$ cat config.mk
export PLATFORM = sky130hd
export DESIGN_NAME = mac_unit
export DESIGN_NICKNAME = d
export VERILOG_FILES = /design/src/rtl/mac_pkg.sv /design/src/rtl/mac_mult.sv /design/src/rtl/mac_acc.sv /design/src/rtl/mac_rdout.sv /design/src/rtl/mac_unit.sv
export SDC_FILE = /design/constraint.sdc
export NUM_CORES = 2
export LEC_CHECK = 0
export CELL_PAD_IN_SITES_DETAIL_PLACEMENT = 1
export CELL_PAD_IN_SITES_GLOBAL_PLACEMENT = 1
export CORE_UTILIZATION = 45
export DETAILED_ROUTE_END_ITERATION = 12
export DONT_BUFFER_PORTS = 1
export PLACE_DENSITY_LB_ADDON = 0.1
export SLEW_MARGIN = 20
export SYNTH_ARGS = -nofsm -noshare
export SYNTH_HDL_FRONTEND = slang
export SYNTH_SLANG_ARGS = --single-unit
$ cat constraint.sdc
create_clock -name clk_i -period 3.85 [get_ports clk_i]
set_input_delay 1.155 -clock clk_i [delete_from_list [all_inputs] [get_ports clk_i]]
set_output_delay 1.155 -clock clk_i [all_outputs]
set_load 0.005 [all_outputs]
$ cat src/rtl/mac_pkg.sv
package mac_pkg;
  localparam int unsigned DATA_W = 32;
  localparam int unsigned ACC_W  = 2 * DATA_W;
  localparam int unsigned SLICE_SHIFT = 28;

  typedef enum logic [1:0] {
    OP_MAC  = 2'b00,
    OP_MSB  = 2'b01,
    OP_RDCL = 2'b10,
    OP_RSVD = 2'b11
  } mac_op_e;
endpackage

$ cat src/rtl/mac_mult.sv
module mac_mult #(
  parameter int unsigned W = 32
) (
  input  logic [W-1:0]   a_i,
  input  logic [W-1:0]   b_i,
  output logic [2*W-1:0] prod_o
);
  logic signed [2*W-1:0] a_ext, b_ext;
  always_comb begin
    a_ext  = {{W{a_i[W-1]}}, a_i};
    b_ext  = {{W{b_i[W-1]}}, b_i};
    prod_o = a_ext * b_ext;
  end
endmodule

$ cat src/rtl/mac_acc.sv
module mac_acc
  import mac_pkg::*;
#(
  parameter int unsigned W = 32,
  localparam int unsigned AW = 2 * W
) (
  input  logic          clk_i,
  input  logic          rst_ni,
  input  logic          op_valid_i,
  input  mac_op_e       op_code_i,
  input  logic [AW-1:0] prod_i,
  input  logic          reg_we_i,
  input  logic          reg_addr_i,
  input  logic [W-1:0]  reg_wdata_i,
  output logic [AW-1:0] acc_o
);
  logic [AW-1:0] acc_q, acc_d;
  logic          op_act;
  logic [1:0]    half_we;

  assign op_act = op_valid_i && (op_code_i != OP_RSVD);

  // operations take priority; writes only land on idle cycles
  for (genvar h = 0; h < 2; h++) begin : g_half_we
    assign half_we[h] = reg_we_i && !op_act && (reg_addr_i == h[0]);
  end

  always_comb begin
    acc_d = acc_q;
    if (op_act) begin
      unique case (op_code_i)
        OP_MAC:  acc_d = acc_q + prod_i;
        OP_MSB:  acc_d = acc_q - prod_i;
        OP_RDCL: acc_d = '0;
        default: acc_d = acc_q;
      endcase
    end else begin
      if (half_we[0]) acc_d[W-1:0]  = reg_wdata_i;
      if (half_we[1]) acc_d[AW-1:W] = reg_wdata_i;
    end
  end

  always_ff @(posedge clk_i or negedge rst_ni) begin
    if (!rst_ni) acc_q <= '0;
    else         acc_q <= acc_d;
  end

  assign acc_o = acc_q;

  assert_mac_add_R2: assert property (@(posedge clk_i) disable iff (!rst_ni)
    (op_valid_i && op_code_i == OP_MAC) |=> acc_q == AW'($past(acc_q) + $past(prod_i)));
  assert_msb_sub_R3: assert property (@(posedge clk_i) disable iff (!rst_ni)
    (op_valid_i && op_code_i == OP_MSB) |=> acc_q == AW'($past(acc_q) - $past(prod_i)));
  assert_rdcl_zero_R4: assert property (@(posedge clk_i) disable iff (!rst_ni)
    (op_valid_i && op_code_i == OP_RDCL) |=> acc_q == '0);
  assert_write_lo_R6: assert property (@(posedge clk_i) disable iff (!rst_ni)
    (reg_we_i && !reg_addr_i && !(op_valid_i && op_code_i != OP_RSVD))
      |=> acc_q[W-1:0] == $past(reg_wdata_i) && $stable(acc_q[AW-1:W]));
  assert_write_hi_R6: assert property (@(posedge clk_i) disable iff (!rst_ni)
    (reg_we_i && reg_addr_i && !(op_valid_i && op_code_i != OP_RSVD))
      |=> acc_q[AW-1:W] == $past(reg_wdata_i) && $stable(acc_q[W-1:0]));
  assert_idle_hold_R9: assert property (@(posedge clk_i) disable iff (!rst_ni)
    (!reg_we_i && !(op_valid_i && op_code_i != OP_RSVD)) |=> $stable(acc_q));
endmodule

$ cat src/rtl/mac_rdout.sv
module mac_rdout #(
  parameter int unsigned W = 32,
  parameter int unsigned SHIFT = 28,
  localparam int unsigned AW = 2 * W
) (
  input  logic          clk_i,
  input  logic          rst_ni,
  input  logic          fire_i,
  input  logic [AW-1:0] acc_i,
  output logic [W-1:0]  result_o,
  output logic          valid_o
);
  logic [W-1:0] res_q;
  logic         vld_q;

  always_ff @(posedge clk_i or negedge rst_ni) begin
    if (!rst_ni) begin
      res_q <= '0;
      vld_q <= 1'b0;
    end else begin
      vld_q <= fire_i;
      if (fire_i) res_q <= acc_i[SHIFT +: W];
    end
  end

  assign result_o = res_q;
  assign valid_o  = vld_q;

  assert_valid_rise_R5: assert property (@(posedge clk_i) disable iff (!rst_ni)
    fire_i |=> valid_o);
  assert_valid_low_R5: assert property (@(posedge clk_i) disable iff (!rst_ni)
    !fire_i |=> !valid_o);
  assert_result_hold_R5: assert property (@(posedge clk_i) disable iff (!rst_ni)
    !fire_i |=> $stable(result_o));
endmodule

$ cat src/rtl/mac_unit.sv
module mac_unit
  import mac_pkg::*;
(
  input  logic              clk_i,
  input  logic              rst_ni,
  input  logic              op_valid_i,
  input  logic [1:0]        op_code_i,
  input  logic [DATA_W-1:0] op_a_i,
  input  logic [DATA_W-1:0] op_b_i,
  input  logic              reg_we_i,
  input  logic              reg_addr_i,
  input  logic [DATA_W-1:0] reg_wdata_i,
  output logic [DATA_W-1:0] reg_rdata_o,
  output logic [DATA_W-1:0] result_o,
  output logic              result_valid_o
);
  logic [ACC_W-1:0] prod, acc;
  mac_op_e          op;
  logic             rdcl_fire;

  assign op        = mac_op_e'(op_code_i);
  assign rdcl_fire = op_valid_i && (op == OP_RDCL);

  mac_mult #(.W(DATA_W)) u_mult (
    .a_i(op_a_i), .b_i(op_b_i), .prod_o(prod)
  );

  mac_acc #(.W(DATA_W)) u_acc (
    .clk_i(clk_i), .rst_ni(rst_ni), .op_valid_i(op_valid_i), .op_code_i(op),
    .prod_i(prod), .reg_we_i(reg_we_i), .reg_addr_i(reg_addr_i),
    .reg_wdata_i(reg_wdata_i), .acc_o(acc)
  );

  mac_rdout #(.W(DATA_W), .SHIFT(SLICE_SHIFT)) u_rdout (
    .clk_i(clk_i), .rst_ni(rst_ni), .fire_i(rdcl_fire), .acc_i(acc),
    .result_o(result_o), .valid_o(result_valid_o)
  );

  assign reg_rdata_o = reg_addr_i ? acc[ACC_W-1:DATA_W] : acc[DATA_W-1:0];

  assert_rdcl_slice_R4: assert property (@(posedge clk_i) disable iff (!rst_ni)
    rdcl_fire |=> result_o == $past(acc[SLICE_SHIFT +: DATA_W]));
  assert_collide_R8: assert property (@(posedge clk_i) disable iff (!rst_ni)
    (reg_we_i && op_valid_i && op_code_i == 2'b00)
      |=> acc == ACC_W'($past(acc) + $past(prod)));
endmodule

### Yosys cells after proc, flatten, opt, wreduce, memory -nomap -nowiden

Cells that the tools add are included.

| word-level totals | value |
|---|---|
| bits in registers | 97 |
| input port bits | 103 |
| word-level logic and storage cells | 28 |

| operators by class | value |
|---|---|
| add/subtract/negate cells | 2 |
| $mul | 1 |
| equal/unequal tests | 4 |
| multiplexer cells | 5 |
| bitwise operators | 1 |
| reductions and logical operators | 11 |

Operators by type and width:

| cell | count |
|---|---|
| $pmux 64 s3 | 1 |
| $mux 32 | 3 |
| $add 64x64->64 | 1 |
| $mul 32x32->64 | 1 |
| $mux 64 | 1 |
| $sub 64x64->64 | 1 |
| $logic_and 1x1->1 | 5 |
| $ne 4x4->1 const B | 1 |
| $reduce_and 2->1 | 2 |
| $reduce_bool 2->1 | 2 |
| $eq 2x1->1 const B | 1 |
| $eq 2x2->1 const B | 1 |
| $logic_not 2->1 | 1 |
| $ne 2x2->1 const B | 1 |
| $logic_not 1->1 | 1 |
| $not 1->1 | 1 |

### Logic depth before layout (Yosys ltp)

| logic depth | value |
|---|---|
| depth in word-level cells | 7 |
| mapped depth | 46 |
| mapped depth without buffers | 43 |

### Cells and area by module

From an unflattened synthesis, not the netlist that was laid out.

| unflattened totals | value |
|---|---|
| cells, all modules | 5053 |
| area total of the unflattened synthesis | 45966.6 µm² |

Modules (own cells, without submodules):

| module | instances | cells each | area an instance (µm²) | sequential area each (µm²) |
|---|---|---|---|---|
| mac_mult | 1 | 3850 | 36015.8 | 0.0 |
| mac_acc | 1 | 1097 | 8027.7 | 1601.5 |
| mac_rdout | 1 | 69 | 1370.1 | 825.8 |
| mac_unit | 1 | 37 | 553.0 | 0.0 |

### Worst setup path before layout

Ideal clock, no wire load.

| path | value |
|---|---|
| path type | input port to flip-flop |
| start | input port op_a_i[31] |
| end | register u_acc.acc_q[63], in the netlist u_acc.acc_o[63] |
| setup time | 0.082 ns |
| arrival time | 11.321 ns |
| required time | 3.768 ns |
| slack | -7.553 ns |
| stages on the path | 40 |
| buffers on the path | 1 |
| cells stage by stage | clkbuf_1 > nand2_1 > inv_1 > fa_1 > fa_1 > fa_1 > fa_1 > inv_1 > fa_1 > inv_1 > fa_1 > fa_1 > fa_1 > ha_1 > a21o_1 > a21o_1 > a21oi_1 > a21boi_0 > [4 not listed] > nor3b_1 > and4_1 > nor2_1 > xnor2_1 > ha_1 > a21oi_1 > nor2b_1 > o21ai_0 > nand2b_1 > a21oi_1 > nor2b_1 > o21ai_0 > nand2_1 > nor3_1 > nor3_1 > xnor3_1 > xor2_1 > a31oi_1 |

| between the ends | value |
|---|---|
| word-level cells in the longest chain between the ends | 4 |
| elaborated cells between the ends (all ways) | 5 |
| classes of those cells | add/sub (2); mul (1); mux (2) |

Ends and longest elaborated chain:

| element | line | text |
|---|---|---|
| from (decl) | mac_unit.sv:8 | `input logic [DATA_W-1:0] op_a_i,` |
| $mul 32x32->64 * | mac_mult.sv:12 | `prod_o = a_ext * b_ext;` |
| $sub 64x64->64 / $add 64x64->64 (equally long branches) | mac_acc.sv:33, mac_acc.sv:32 |  |
| $pmux 64 s3 * | mac_acc.sv:31 | `unique case (op_code_i)` |
| $mux 64 * | mac_acc.sv:30 | `if (op_act) begin` |
| to (signal assigned) | mac_acc.sv:44 | `if (!rst_ni) acc_q <= '0;` |
| to (signal assigned) | mac_acc.sv:45 | `else acc_q <= acc_d;` |
| to (decl) | mac_acc.sv:17 | `logic [AW-1:0] acc_q, acc_d;` |

Every way passes the cells marked *; elsewhere a longest branch is shown, timed or not.
A chain may end at the register's enable or synchronous reset.

### Worst setup path after layout

| path | value |
|---|---|
| start | input port op_b_i[5] |
| end | register u_acc.acc_q[60], in the netlist u_acc.acc_o[60] |

| between the ends | value |
|---|---|
| word-level cells in the longest chain between the ends | 4 |
| elaborated cells between the ends (all ways) | 5 |
| classes of those cells | add/sub (2); mul (1); mux (2) |

Ends and longest elaborated chain:

| element | line | text |
|---|---|---|
| from (decl) | mac_unit.sv:9 | `input logic [DATA_W-1:0] op_b_i,` |
| $mul 32x32->64 * | mac_mult.sv:12 |  |
| $sub 64x64->64 / $add 64x64->64 (equally long branches) | mac_acc.sv:33, mac_acc.sv:32 |  |
| $pmux 64 s3 * | mac_acc.sv:31 |  |
| $mux 64 * | mac_acc.sv:30 |  |

Marks and branches as above.

==> results.py <==
metrics = {
    "finish": {
        "drive_above_1_share": 0.264,
        "non_filler_cells_in_the_finished_layout": 7093,
        "fillCellCount": 11500,
        "finish.net_count": 7158,
        "multi_input_area_um2": 43100,
        "final-seq-area_um2": 2430,
        "n_antenna_cell": 0,
        "syn_to_final_growth_pct": 25.0,
    },
    "yosys": {
        "synth-edff-count": 0,
        "ys_seq_elements": 97,
        "yosys_warn_count": 0,
        "synth-simple-area-share": 0.168,
        "post_synth.cell_area_avg_um2": 8.99,
        "synth.distinct_cells": 99,
        "postSynth.asyncResetShare": 1.00,
        "synth.area.mux_share": 0.0163,
        "netlist.area_leader.share": 0.468,
        "synth-adder-area-share": 0.536,
        "syn_area_um2": 46300,
        "synth-compound-area-share": 0.0909,
        "synthesis.instances": 5152,
        "ys.flop_type": "dfrtp_1",
        "synth-seq-area-share": 0.0524,
        "synth_largest_area_cell": "fa_1",
        "ys_top_cells_by_count": "1083 x fa_1, 981 x inv_1, 688 x nand2_1, 482 x and2_1, 260 x clkbuf_1",
        "synth_most_common_cell": "fa_1",
        "synth-xor-area-share": 0.0335,
        "post_synth_main_area_contributors": "fa_1 47%, inv_1 7.9%, ha_1 6.8%",
        "mappedNetlistNets": 6590,
        "main_combinational_cell_family_by_area_after_synthesis": "adder cells",
    },
    "route": {
        "detail_route.iter0.violations": 1905,
        "drt_pre_antenna_iters": 7,
        "route.detailed.wl_per_inst_um": 22.8,
        "total_via_count_after_detailed_routing": 38800,
        "detail_route.wirelength_um": 161000,
        "vias_per_cell": 5.47,
        "drc": 0,
        "final_antenna_net_count": 0,
    },
    "die": {
        "floorplan.core_area_um2": 102000,
        "die_y_um": 323,
        "die_width_um": 323,
        "boundaryPins": 168,
        "effective_utilization_at_floorplan": 0.455,
        "overall_die_area_um2": 104000,
        "rows": 117,
    },
    "worst_hold_path": {
        "class_of_the_tightest_hold_or_removal_check": "input port to async pin",
    },
    "timing": {
        "max_slew.worst_pin.slew_ns": 1.05,
        "post-route-period-util": 2.78,
        "finalWorstPathRequiredPeriod_ns": 10.69,
        "slew_viols_final": 0,
        "rsz0062_at_grt": "true",
        "timing.setup.tns_ns": -329.25,
        "hold_viol_final": 0,
        "timing.fmax_ghz": 0.0935,
        "worst_slack_setup_final_ns": -6.84,
        "setup_viol_count_final": 60,
        "max-slew-margin-rel": 0.301,
        "skew_ns": 0.0110,
    },
    "critical_path": {
        "worst_ep_required_time_ns": 4.08,
        "timing.critical_path.from_type": "input port",
        "worst_path_cell_with_the_longest_stage_delay": "fa_1",
        "reg2reg_setup_slack_ns": -0.18,
        "worst-endpoint-arrival_ns": 10.92,
        "critical_path_peak_fanout": 32,
        "critPathCaptureType": "flop",
        "startpoint_to_endpoint_class_of_the_critical_path": "input port to flop",
        "critical-path-top-cell-by-count": "fa_1",
        "largest_incremental_delay_on_the_critical_path_ns": 0.58,
    },
    "clock_tree": {
        "cts_tree": "done",
        "h-tree-depth": 3,
        "clk_pin_slew_ns": 0.07,
        "clock_latency_on_the_worst_skew_pair_ns": 0.36,
        "max-clock-path-buffers": 2,
        "number_of_sinks_on_the_clock_net": 97,
        "cts_root_buffer": "clkbuf_16",
        "cts-buffers-inserted": 9,
        "postCtsHoldBufs": 0,
    },
    "status": {
        "violated_checks": "setup timing",
        "outcome": "finished with violations",
    },
    "place": {
        "place_congestion": 0.919,
        "post-place-ws_ns": -7.40,
        "placed_cells_incl_taps": 6953,
        "detailed_place_hpwl_um": 128000,
        "placement.io_buffers": 0,
    },
    "global_routing": {
        "number_of_global_route_vias_before_repair": 43200,
        "grtUsageTotal": 0.301,
        "global_route_wire_length_before_repair_um": 245000,
        "grt_overflow": 0,
        "largest_net_degree_at_the_start_of_global_routing": 98,
        "grt_antenna_before_repair": 2,
    },
    "run": {
        "cap_violations": 0,
    },
}
[flip-flops by register name (all words and copies together), names as in the netlist]
name / flops
u_rdout.result_o: 32
u_rdout.valid_o: 1
u_acc.acc_o: 64
[layout by cell type, fill, tap and decap left out, types with 17 or more instances in the layout]
| cell type | count |
|---|---|
| o21a_1 | 19 |
| a221oi_2 | 20 |
| o21ai_1 | 52 |
| o21ai_2 | 24 |
| nand4_1 | 27 |
| xnor2_2 | 33 |
| nand2_2 | 24 |
| xor2_1 | 36 |
| fa_1 | 1035 |
| and2_1 | 462 |
| nor2_1 | 139 |
| a21o_1 | 83 |
| nand3_1 | 23 |
| nor2_2 | 21 |
| ha_1 | 182 |
| a21oi_1 | 110 |
| inv_1 | 956 |
| nand2b_1 | 32 |
| nand2_1 | 649 |
| o21ai_0 | 42 |
| inv_2 | 23 |
| and2_4 | 21 |
| a21oi_2 | 58 |
| fa_2 | 48 |
| xnor2_1 | 64 |
| and3_1 | 17 |
| ha_4 | 63 |
| buf_6 | 94 |
| nor3_1 | 18 |
| buf_4 | 733 |
| mux2_2 | 58 |
| dfrtp_1 | 97 |
[per-layer routing]
layer,up-vias,share of wire,track usage
met4,0,0.025,0.0593
li1,16900,-,-
met1,20800,0.42,0.414
met5,-,0,0
met2,922,0.51,0.524
met3,214,0.042,0.0228
[timing repair]
item / in CTS / in global routing
setup endpoints to repair: 61 / 61
setup buffers: 94 / 63
pin swaps: 205 / 238
gates resized for setup: 324 / 301
hold endpoints to repair: 0 / 0
[per-stage QoR]
stage	utilization	hold slack, ns	instance area (um2)
finish	0.568	0.479	57900
global route	0.568	0.468	57900
CTS	0.549	0.470	55900
detailed placement	0.525	0.515	53500
global placement	0.525	0.503	53500
floorplan	-	0.471	47900
[final cells by class]
type / count / area share
well taps: 1368 / 0.0296
multi-input cells: 3795 / 0.744
clock buffers: 10 / 0.00395
repair buffers: 835 / 0.116
inverters: 982 / 0.0637
clock inverters: 6 / 0.000864
flip-flops and latches: 97 / 0.0419
[worst paths after layout]
kind,startpoint,to,cells past startpoint
min,rst_ni,u_acc.acc_o[6],0
max reg2reg,u_acc.acc_o[0],u_acc.acc_o[44],17
min reg2reg,u_acc.acc_o[2],u_acc.acc_o[2],2
max in group asynchronous,rst_ni,u_acc.acc_o[21],0
max,op_b_i[5],u_acc.acc_o[60],40
min in group clk_i,u_acc.acc_o[2],u_acc.acc_o[2],2
[cells by family (layout without fill, tap and decap cells)]
family,Yosys count,in the layout
AO/OA/AOI/OAI,635,635
adder cells (fa/ha/maj),1335,1335
flip-flops,97,97
buffers and inverters,1260,1833
AND/OR/NAND/NOR,1582,1582
multiplexers,68,68
XOR/XNOR,175,175
[critical path, delay by kind of cell]
kind                       cells  cell delay, ns
adders and majority gates     10            4.71
and+or+nand+nor               11            2.44
AOI/OAI and AO/OA              7            1.11
buffers and inverters         10            1.11
xor gates and xnor gates       2            0.33
Power is left out: the tool's default activity adds up to more than one toggle a clock period on the data nets, which glitch-free logic cannot reach.
